--- config.mk ---
export PLATFORM = sky130hd
export DESIGN_NAME = sd_incr_accum
export DESIGN_NICKNAME = d
export VERILOG_FILES = /design/src/rtl/sdia_pkg.sv /design/src/rtl/sdia_sync.sv /design/src/rtl/sdia_loop_core.sv /design/src/rtl/sdia_snap.sv /design/src/rtl/sd_incr_accum.sv
export SDC_FILE = /design/constraint.sdc
export NUM_CORES = 1
export LEC_CHECK = 0
export BUFFER_PORTS_ARGS = -buffer_cell sky130_fd_sc_hd__buf_2
export CAP_MARGIN = 20
export CORE_MARGIN = 2
export CORE_UTILIZATION = 50
export DETAILED_ROUTE_END_ITERATION = 8
export PLACE_DENSITY = 0.68
export SYNTH_ARGS = -nofsm -noshare
export SYNTH_HDL_FRONTEND = slang
export SYNTH_SLANG_ARGS = --single-unit
--- constraint.sdc ---
create_clock -name clk -period 6.4 [get_ports clk]
set_clock_uncertainty 0.1 [all_clocks]
set_input_delay 0.32 -clock clk [delete_from_list [all_inputs] [get_ports clk]]
set_output_delay 0.32 -clock clk [all_outputs]
set_load 0.1 [all_outputs]
--- src/rtl/sdia_pkg.sv ---
package sdia_pkg;

  // Feedback DAC level chosen by the registered comparator decision.
  typedef enum logic {
    FB_ZERO = 1'b0,
    FB_FULL = 1'b1
  } fb_level_e;

endpackage

--- src/rtl/sdia_sync.sv ---
module sdia_sync #(
  parameter int STAGES = 2
) (
  input  logic clk,
  input  logic rst,
  input  logic d,
  output logic q
);

  logic [STAGES-1:0] chain;

  for (genvar i = 0; i < STAGES; i++) begin : g_stage
    if (i == 0) begin : g_first
      always_ff @(posedge clk) begin
        if (rst) chain[i] <= 1'b0;
        else     chain[i] <= d;
      end
    end else begin : g_next
      always_ff @(posedge clk) begin
        if (rst) chain[i] <= 1'b0;
        else     chain[i] <= chain[i-1];
      end
    end
  end

  assign q = chain[STAGES-1];

endmodule

--- src/rtl/sdia_loop_core.sv ---
module sdia_loop_core
  import sdia_pkg::*;
#(
  parameter int CNT_W = 32
) (
  input  logic             clk,
  input  logic             rst,
  input  logic             bit_sync,
  output fb_level_e        fb_lvl,
  output logic [CNT_W-1:0] count
);

  fb_level_e        fb_q;
  logic [CNT_W-1:0] count_q;

  // Feedback flop: holds the decision for one full period.
  always_ff @(posedge clk) begin
    if (rst) fb_q <= FB_ZERO;
    else     fb_q <= bit_sync ? FB_FULL : FB_ZERO;
  end

  // Free-running accumulator of high feedback periods, wraps naturally.
  always_ff @(posedge clk) begin
    if (rst)                 count_q <= '0;
    else if (fb_q == FB_FULL) count_q <= count_q + CNT_W'(1);
  end

  assign fb_lvl = fb_q;
  assign count  = count_q;

endmodule

--- src/rtl/sdia_snap.sv ---
module sdia_snap #(
  parameter int CNT_W = 32
) (
  input  logic             clk,
  input  logic             rst,
  input  logic             read_req,
  input  logic [CNT_W-1:0] count,
  output logic [CNT_W-1:0] delta,
  output logic             valid
);

  logic [CNT_W-1:0] prev_q;
  logic [CNT_W-1:0] delta_q;
  logic             valid_q;

  always_ff @(posedge clk) begin
    if (rst) begin
      prev_q  <= '0;
      delta_q <= '0;
      valid_q <= 1'b0;
    end else begin
      valid_q <= read_req;
      if (read_req) begin
        prev_q  <= count;
        delta_q <= count - prev_q;  // modulo 2^CNT_W
      end
    end
  end

  assign delta = delta_q;
  assign valid = valid_q;

endmodule

--- src/rtl/sd_incr_accum.sv ---
module sd_incr_accum
  import sdia_pkg::*;
#(
  parameter int CNT_W       = 32,
  parameter int SYNC_STAGES = 2
) (
  input  logic             clk,
  input  logic             rst,
  input  logic             cmp_in,
  input  logic             read_req,
  output logic             dac_ctrl,
  output logic             delta_valid,
  output logic [CNT_W-1:0] delta_out
);

  logic             cmp_sync;
  fb_level_e        fb_lvl;
  logic [CNT_W-1:0] acc_count;

  sdia_sync #(.STAGES(SYNC_STAGES)) u_sync (
    .clk (clk),
    .rst (rst),
    .d   (cmp_in),
    .q   (cmp_sync)
  );

  sdia_loop_core #(.CNT_W(CNT_W)) u_core (
    .clk      (clk),
    .rst      (rst),
    .bit_sync (cmp_sync),
    .fb_lvl   (fb_lvl),
    .count    (acc_count)
  );

  sdia_snap #(.CNT_W(CNT_W)) u_snap (
    .clk      (clk),
    .rst      (rst),
    .read_req (read_req),
    .count    (acc_count),
    .delta    (delta_out),
    .valid    (delta_valid)
  );

  assign dac_ctrl = (fb_lvl == FB_FULL);

endmodule

==> flow_summary.toml, run 1 <==
[run_status]
run_status = "finished clean"

[job]
cap_violations = 0

[floorplan]
core_area_um2 = 10700
rows = 38
initial_core_util_pct = 50.7
die_w_um = 108
die_y_um = 108
ios = 38
die_area_um2 = 11700

[timing]
min_period_ns = 3.05
fin_crit_sh_pct = 47.7
finalHoldViolCount = 0
finalMaxSlewViolations = 0
whs_ns = 0.0610
worstMarginPinSlew_ns = 1.06
timing.fmax_ghz = 0.328
fin_tns_setup_ns = 0
relSlewSlack_pct = 29.3
setup_viol = 0
rsz0062_at_grt = "no"
timing.final.ws_setup_ns = 3.35

[synth]
syn_area_um2 = 5430
synth-edff-count = 0
async_flop_share_pct = 0
ys_seq_area_share_pct = 36.9
synth_flop_cell = "dfxtp_1"
synth_cells = 647
synth_area_per_cell_um2 = 8.39
synth_cell_types = 53
ys.warnings.count = 0
ys_seq_elements = 100
synth_nets = 684

[power_and_ir_drop]
pwr-share-comb_pct = 6.5
total_power_mw = 1.16
internal-power_uw = 886
peakVddDrop_uv = 147
powerDensity_nw_per_um2 = 197
pwr-share-seq_pct = 54.0
p_sw_share_pct = 23.9
clkPwrFrac_pct = 39.5
leakagePower_nw = 2.64
p_switching_uw = 278

[final_layout]
finalCoreUtilization_pct = 55.3
final_common_cell = "dfxtp_1"
multi_input_area_um2 = 3120
design_area_um2 = 5920
instances_no_fill = 810
nFillCells = 1005
area_growth_pct = 8.99
area.sequential_um2 = 2000
diodes = 0
nets = 702
most-common-layout-cells = "dfxtp_1, nor2_1, inv_1, mux2i_1, nand2_1"
drive_gt1_share_pct = 9.70

[setup_path]
crit_path_top_delay_cell = "or4_1"
crit_chain = "inv_1, ha_1, fa_1, and2b_1, o21a_1, o21ai_2, a31oi_4, a31oi_2, o31a_1, or4_1, nand3_1"
cp-end-kind = "flop"
r2r-start = "u_core.count[0]"
worstPathArrival_ns = 3.26
rr_worst_depth = 11
slowest_delay_ns = 0.51
required_ns = 6.61
r2r-end = "u_snap.delta[30]"
rrSetupSlack_ns = 3.35
startpoint_type = "flop"
critPathKind = "reg2reg"
cp_max_fo = 5
crit_start = "u_core.count[0]"

[place]
place_area_um2 = 5680
portBuffers = 37
dpl.hpwl_mm = 8.47
gp_congestion = 0.826
dp_cells = 794
place_ws_ns = 3.37

[drt]
ant_nets = 0
wl_per_cell_um = 14.6
wl_mm = 11.9
vias = 4541
drt_iter0_drc = 295
drc = 0
firstDrtPassIters = 5
via_per_inst = 5.61

[clocking]
cts_buffers = 9
post_cts_resized = 0
cts_hold_buffers = 0
cts_buffer_depth = 2
postCtsSetupBuffers = 0
tritoncts_num_sinks = 100
clk_pin_slew_ns = 0.09
htree_levels = 3
cts_tree = "yes"
clk_latency_ns = 0.37
cts_root_buf = "clkbuf_8"

[global_route]
grt_max_degree = 106
grt_antenna_before_repair = 0
track_usage_pct = 21.4
grt_pass1_wl_mm = 20.2
grt_overflow = 0
first_global_vias = 4399

[hold_path]
hold_class = "in2reg"
holdPathStages = 2
worstHoldStart = "cmp_in"
hold_path_end = "u_sync.chain[0]"
## logic make-up after synthesis
logic type      Yosys count  synth area share, %
xor+xnor                 41                 6.62
fa+ha+maj                33                 7.75
mux                      43                 7.93
buf+inv                  80                 5.58
flops                   100                 36.9
compound gates          133                 16.3
simple gates            217                 18.9
## Yosys cell counts (3+ instances only)
| cell | number | share of area, % |
|---|---|---|
| dfxtp_1 | 100 | 37 |
| nor2_1 | 87 | 6.0 |
| inv_1 | 48 | 3.3 |
| mux2i_1 | 43 | 7.9 |
| nand2_1 | 40 | 2.8 |
| a21oi_1 | 37 | 3.4 |
| ha_1 | 32 | 7.4 |
| o21ai_0 | 26 | 2.4 |
| xnor2_1 | 23 | 3.7 |
| a21o_1 | 22 | 3.0 |
| clkbuf_1 | 21 | 1.5 |
| nand4_1 | 18 | 2.1 |
| xor2_1 | 18 | 2.9 |
| and3_1 | 15 | 1.7 |
| nand3_1 | 14 | 1.3 |
| nor3_1 | 12 | 1.1 |
| or3_1 | 12 | 1.4 |
| buf_1 | 9 | 0.62 |
| a31oi_1 | 7 | 0.81 |
| nor2b_1 | 6 | 0.69 |
| o22ai_1 | 5 | 0.58 |
| a211oi_1 | 4 | 0.55 |
| a31o_2 | 3 | 0.48 |
| nand2b_1 | 3 | 0.35 |
| o21a_1 | 3 | 0.41 |
| o31ai_1 | 3 | 0.41 |
## worst max-delay path by stage
stage	to	slack, ns
floorplan	u_snap.delta[30]	3.57
global placement	u_snap.delta[30]	3.45
CTS	u_snap.delta[30]	3.33
detailed placement	u_snap.delta[30]	3.37
finish	u_snap.delta[30]	3.35
global route	u_snap.delta[30]	3.16
## metal layers
layer | vias to the layer above | GRT usage (%) | part of all wire, %
li1 | 2291 | - | -
met5 | - | 0 | 0
met2 | 74 | 37.4 | 49
met4 | 0 | 6.87 | 1.3
met1 | 2166 | 26.3 | 46
met3 | 10 | 4.28 | 3.8
## power groups by stage
stage | logic, mW | registers (mW) | clock network (mW)
floorplan | 0.0390 | 0.667 | 0
global placement | 0.0751 | 0.643 | 0
detailed placement | 0.0762 | 0.643 | 0
CTS | 0.0764 | 0.629 | 0.473
global route | 0.0811 | 0.630 | 0.499
finish | 0.0762 | 0.629 | 0.459
## layout make-up
type / instances / share of cell area (%)
repair buffers: 39 / 3.38
well taps: 140 / 2.96
flip-flops and latches: 100 / 33.8
multi-input cells: 467 / 52.8
clock inverters: 5 / 1.42
inverters: 48 / 3.05
clock buffers: 11 / 2.56
## registers in the layout, indices dropped and copies added, names as in the netlist
signal and cells:
u_core.count 32, u_snap.delta 32, u_snap.prev_q 32, u_core.fb_lvl 1, u_snap.valid 1, u_sync.chain 1
u_sync.q 1
## critical path, delay by kind of cell, from the launching register on
family	cells	cell delay [ns]
adder cells (fa/ha/maj)	2	0.59
AND/OR/NAND/NOR	3	0.82
buffers and inverters	1	0.07
AO/OA/AOI/OAI	5	0.97
flip-flops	1	0.43
Power figures use the tool's default switching activity.
==> run 2, diff against run 1 <==
PLACE_DENSITY = 0.71   (was 0.68)
clock period = 2.6 ns   (was 6.4 ns; I/O delays follow)
==> run 2 against run 1 <==
  * The run now ends with negative setup slack left
  * Routed wire length grew 10%
  * Total power grew 130%
  * Worst hold slack gained 0.013 ns
  * Critical path depth shrank 1
  * Non-clock buffer count grew 59
  * Final area grew 9.1%
  * Flip-flop and latch count is the same
  * Maximum frequency grew 16%
  * Largest cell class unchanged
  * Highest routed layer unchanged
==> flow_summary.toml, run 2 (same netlist as run 1, synthesis figures left out) <==
[floorplan]
core_area_um2 = 10700
die_w_um = 108
initial_core_util_pct = 50.7
die_y_um = 108
ios = 38
rows = 38
die_area_um2 = 11700

[timing]
min_period_ns = 2.63
finalHoldViolCount = 0
timing.final.ws_setup_ns = -0.0291
finalMaxSlewViolations = 0
fin_crit_sh_pct = 101
setup_viol = 1
timing.fmax_ghz = 0.380
relSlewSlack_pct = 60.5
worstMarginPinSlew_ns = 0.592
rsz0062_at_grt = "yes"

[setup_path]
r2r-start = "u_snap.prev_q[1]"
required_ns = 2.76
crit_buf_inv = 1
cp_common_cell = "a21oi_2"
rrSetupSlack_ns = -0.03
worstPathArrival_ns = 2.79
cpLargestDelayFamily = "compound AO/OA/AOI/OAI gates"
rr_worst_depth = 10
slowest_delay_ns = 0.47
cp_max_fo = 4
crit_chain = "inv_1, ha_1, nor2b_1, o2111ai_2, a21oi_2, o211ai_1, a21oi_2, o21a_1, or4_1, o311ai_0"
startpoint_type = "flop"
critPathKind = "reg2reg"
r2r-end = "u_snap.delta[27]"
crit_path_top_delay_cell = "or4_1"
cp-end-kind = "flop"

[final_layout]
most-common-layout-cells = "dfxtp_1, nor2_1, buf_4, inv_1, mux2i_1"
drive_gt1_share_pct = 19.9
finalCoreUtilization_pct = 60.3
final_common_cell = "dfxtp_1"
area_growth_pct = 18.9
diodes = 0
multi_input_area_um2 = 3270
nFillCells = 946
design_area_um2 = 6450
nets = 761
area.sequential_um2 = 2010

[hold_path]
hold_path_end = "u_snap.delta[26]"
holdPathStages = 4
worstHoldStart = "rst"
hold_class = "in2reg"

[clocking]
cts_buffers = 9
clk_pin_slew_ns = 0.09
clk_latency_ns = 0.37
cts_buffer_depth = 2
htree_levels = 3
tritoncts_num_sinks = 100
cts_tree = "yes"
cts_root_buf = "clkbuf_8"

[drt]
firstDrtPassIters = 5
wl_mm = 13.0
via_per_inst = 5.55
drt_iter0_drc = 219
wl_per_cell_um = 15.0
vias = 4822
drc = 0
ant_nets = 0

[global_route]
grt_antenna_before_repair = 0
track_usage_pct = 22.5
first_global_vias = 4617
grt_overflow = 0
grt_max_degree = 56
grt_pass1_wl_mm = 21.3

[place]
gp_congestion = 0.877
portBuffers = 37
dpl.hpwl_mm = 9.24
place_area_um2 = 6060

[power_and_ir_drop]
peakVddDrop_uv = 367
total_power_mw = 2.67
powerDensity_nw_per_um2 = 413
leakagePower_nw = 2.96

[run_status]
failed_checks = "negative setup slack"
run_status = "finished with violations"

[job]
cap_violations = 0
[run 2: changes by cell type in the layout (fill, tap and decap cells not counted), moves of 3 or more]
cell / change
buf_4: +56
a21oi_1: -5
a21oi_2: +5
dfxtp_1: -4
dfxtp_2: +4
o21ai_0: -3
[run 2: metrics by stage]
step                setup TNS, ns  worst slack, ns  cells  hold WS [ns]
finish                    -0.0291          -0.0291    869        0.0736
global route               -0.552           -0.120    869         0.107
CTS                      -0.00619         -0.00619    864        0.0446
detailed placement         -0.480           -0.136    845         0.257
global placement           -0.127          -0.0834    845         0.243
floorplan                  -0.208           -0.208    647         0.158
[run 2: power by group]
part,total (mW),switching (mW),internal [mW]
clock,0.907,0.554,0.353
combinational,0.210,0.153,0.0579
sequential,1.55,0.00596,1.54
[run 2: worst max path at each step]
| stage | from | end | cells after the start |
|---|---|---|---|
| final | u_snap.prev_q[1] | u_snap.delta[27] | 10 |
| after global routing | u_snap.prev_q[1] | u_snap.delta[27] | 10 |
| after CTS | u_core.count[0] | u_snap.delta[30] | 12 |
| after detailed placement | u_snap.prev_q[1] | u_snap.delta[27] | 10 |
| after global placement | u_core.count[0] | u_snap.delta[30] | 11 |
| after floorplan | u_core.count[0] | u_snap.delta[30] | 11 |
[run 2: final cells by class]
type                       count  share of cell area, %
timing repair buffer          98                   10.1
tap                          140                   2.71
inverter                      48                   2.79
multi-input combinational    467                   50.7
clock inverter                 5                  0.582
clock buffer                  11                   2.04
sequential                   100                   31.1
[run 2: repair_timing]
| item | 4_1_cts | 5_1_grt |
|---|---|---|
| hold buffers | 1 | 0 |
| pin swaps | 9 | 15 |
| gates resized for setup | 15 | 21 |
| hold endpoints to repair | 1 | 0 |
| buffers inserted | 2 | 5 |
| endpoints found under the setup margin | 10 | 20 |
[run 2: tightest hold or removal path, delay by kind of cell]
kind | cells | cell delay [ns]
and+or+nand+nor | 2 | 0.14
buffers and inverters | 1 | 0.16
AOI/OAI and AO/OA | 1 | 0.07
[run 2: metal layers]
metal	up-vias	part of all wire, %	track usage (%)
li1	2410	-	-
met1	2289	46	28.8
met2	101	49	38.9
met3	22	3.7	3.50
met4	0	1.6	7.23
met5	-	0	0
==> run 3, diff against run 2 <==
PLACE_DENSITY = 0.68   (was 0.71)
clock period = 3.05 ns   (was 2.6 ns; I/O delays follow)
==> run 3 against run 2 <==
  * The flow now finishes without violations
  * Global-route usage down 0.46 points
  * Critical path depth is 1 higher
  * Worst hold slack better by 0.073 ns
  * Clock power up 3.2%
  * Highest routed layer unchanged
  * Sequential power fell by 15%
  * Largest cell class unchanged
  * Largest power group unchanged
  * Final area decreased by 7.3%
  * Combinational power fell by 21%
  * Non-clock buffer count decreased by 49
  * Setup slack improved by 0.19 ns
  * Die area unchanged
  * Register-to-register slack better by 0.19 ns
  * Maximum frequency fell by 9.0%
==> flow_summary.toml, run 3 (same netlist as run 1, synthesis figures left out) <==
[setup_path]
cp-end-kind = "flop"
required_ns = 3.28
worstPathArrival_ns = 3.12
cp_max_fo = 5
critPathKind = "reg2reg"
startpoint_type = "flop"

[drt]
wl_mm = 12.1
route.met2.wl_mm = 5.64
wl_met1_mm = 5.73
vias = 4552
wl_per_cell_um = 14.8
drt_iter0_drc = 223
top_layer = "met4"
firstDrtPassIters = 4
ant_nets = 0
via_per_inst = 5.56
dr_wl_met3_um = 434
drc = 0

[timing]
finalMaxSlewViolations = 0
rsz0062_at_grt = "no"
min_period_ns = 2.89
timing.fmax_ghz = 0.346
fin_crit_sh_pct = 94.7
fin_tns_setup_ns = 0
setup_viol = 0
worstMarginPinSlew_ns = 0.612
finalHoldViolCount = 0
relSlewSlack_pct = 59.2

[final_layout]
area.sequential_um2 = 2010
instances_no_fill = 819
diodes = 0
nets = 712
multi_input_area_um2 = 3130
design_area_um2 = 5990
drive_gt1_share_pct = 10.9
area_growth_pct = 10.3
most-common-layout-cells = "dfxtp_1, nor2_1, inv_1, mux2i_1, nand2_1"
final_common_cell = "dfxtp_1"
finalCoreUtilization_pct = 56.0
nFillCells = 985

[power_and_ir_drop]
leakagePower_nw = 2.68
total_power_mw = 2.42
peakVddDrop_uv = 307
powerDensity_nw_per_um2 = 404

[floorplan]
die_area_um2 = 11700
initial_core_util_pct = 50.7
rows = 38
die_y_um = 108
core_area_um2 = 10700
die_w_um = 108
ios = 38

[global_route]
grt_max_degree = 40
grt_antenna_before_repair = 0
track_usage_pct = 22.1
first_global_vias = 4374
grt_overflow = 0
grt_pass1_wl_mm = 20.5

[clocking]
clk_pin_slew_ns = 0.10
cts_buffers = 9
clk_latency_ns = 0.39
postCtsSetupBuffers = 0
cts_root_buf = "clkbuf_8"
cts_buffer_depth = 2
htree_levels = 3
tritoncts_num_sinks = 100
cts_tree = "yes"

[run_status]
run_status = "finished clean"

[place]
dp_cells = 803
gp_congestion = 0.855
portBuffers = 37
dpl.hpwl_mm = 8.90
place_area_um2 = 5750

[job]
cap_violations = 0

[hold_path]
hold_class = "in2reg"
==> run 3: changes by cell type in the layout (fill, tap and decap cells not counted), sizes merged <==
cell,previous run,this run
buf,97,48
bufinv,0,2
clkbuf,11,9
clkinv,2,3
clkinvlp,2,1
inv,49,48
==> run 3: worst paths after layout <==
path / startpoint / endpoint / slack, ns / cells past startpoint
setup / recovery: u_core.count[0] / u_snap.delta[30] / 0.16 / 11
hold / removal: rst / u_core.count[31] / 0.15 / 2
setup reg to reg: u_core.count[0] / u_snap.delta[30] / 0.16 / 11
hold reg to reg: u_sync.q / u_core.fb_lvl / 0.36 / 1
==> run 3: report_power, final <==
group | switching (mW) | internal (mW) | total, mW
Sequential | 0.00530 | 1.31 | 1.32
Combinational | 0.125 | 0.0405 | 0.166
Clock | 0.478 | 0.459 | 0.936
==> run 3: worst max-delay path: stages (launching register included) <==
cell,delay [ns]
dfxtp_4,0.38
inv_1,0.04
ha_1,0.22
fa_1,0.38
and2b_1,0.23
o21a_1,0.14
o21ai_2,0.09
a31oi_4,0.18
a31oi_4,0.13
o31a_1,0.34
or4_1,0.50
nand3_1,0.11
==> run 3: metrics by stage <==
step           setup slack (ns)  hold WS, ns
5_1_grt                  0.0196        0.170
4_1_cts                  0.0700        0.159
2_1_floorplan             0.216        0.181
3_3_place_gp              0.184        0.261
3_5_place_dp             0.0976        0.281
6_report                  0.160        0.147
==> run 3: what timing repair did <==
| action | in CTS | in global routing |
|---|---|---|
| hold buffers | 1 | 0 |
| endpoints found under the setup margin | 0 | 3 |
| resized for setup | 0 | 4 |
| endpoints found under the hold margin | 1 | 0 |
==> run 3: cell type report <==
type,instances,share of cell area (%)
inverters,48,3.01
well taps,140,2.93
flip-flops and latches,100,33.5
clock inverters,6,1.51
repair buffers,49,4.64
clock buffers,9,2.07
multi-input cells,467,52.3
==> run 3: metal layers <==
| metal | up-vias | GRT usage, % |
|---|---|---|
| li1 | 2310 | - |
| met1 | 2129 | 27.9 |
| met2 | 90 | 36.5 |
| met3 | 23 | 3.80 |
| met4 | 0 | 10.6 |
| met5 | - | 0 |
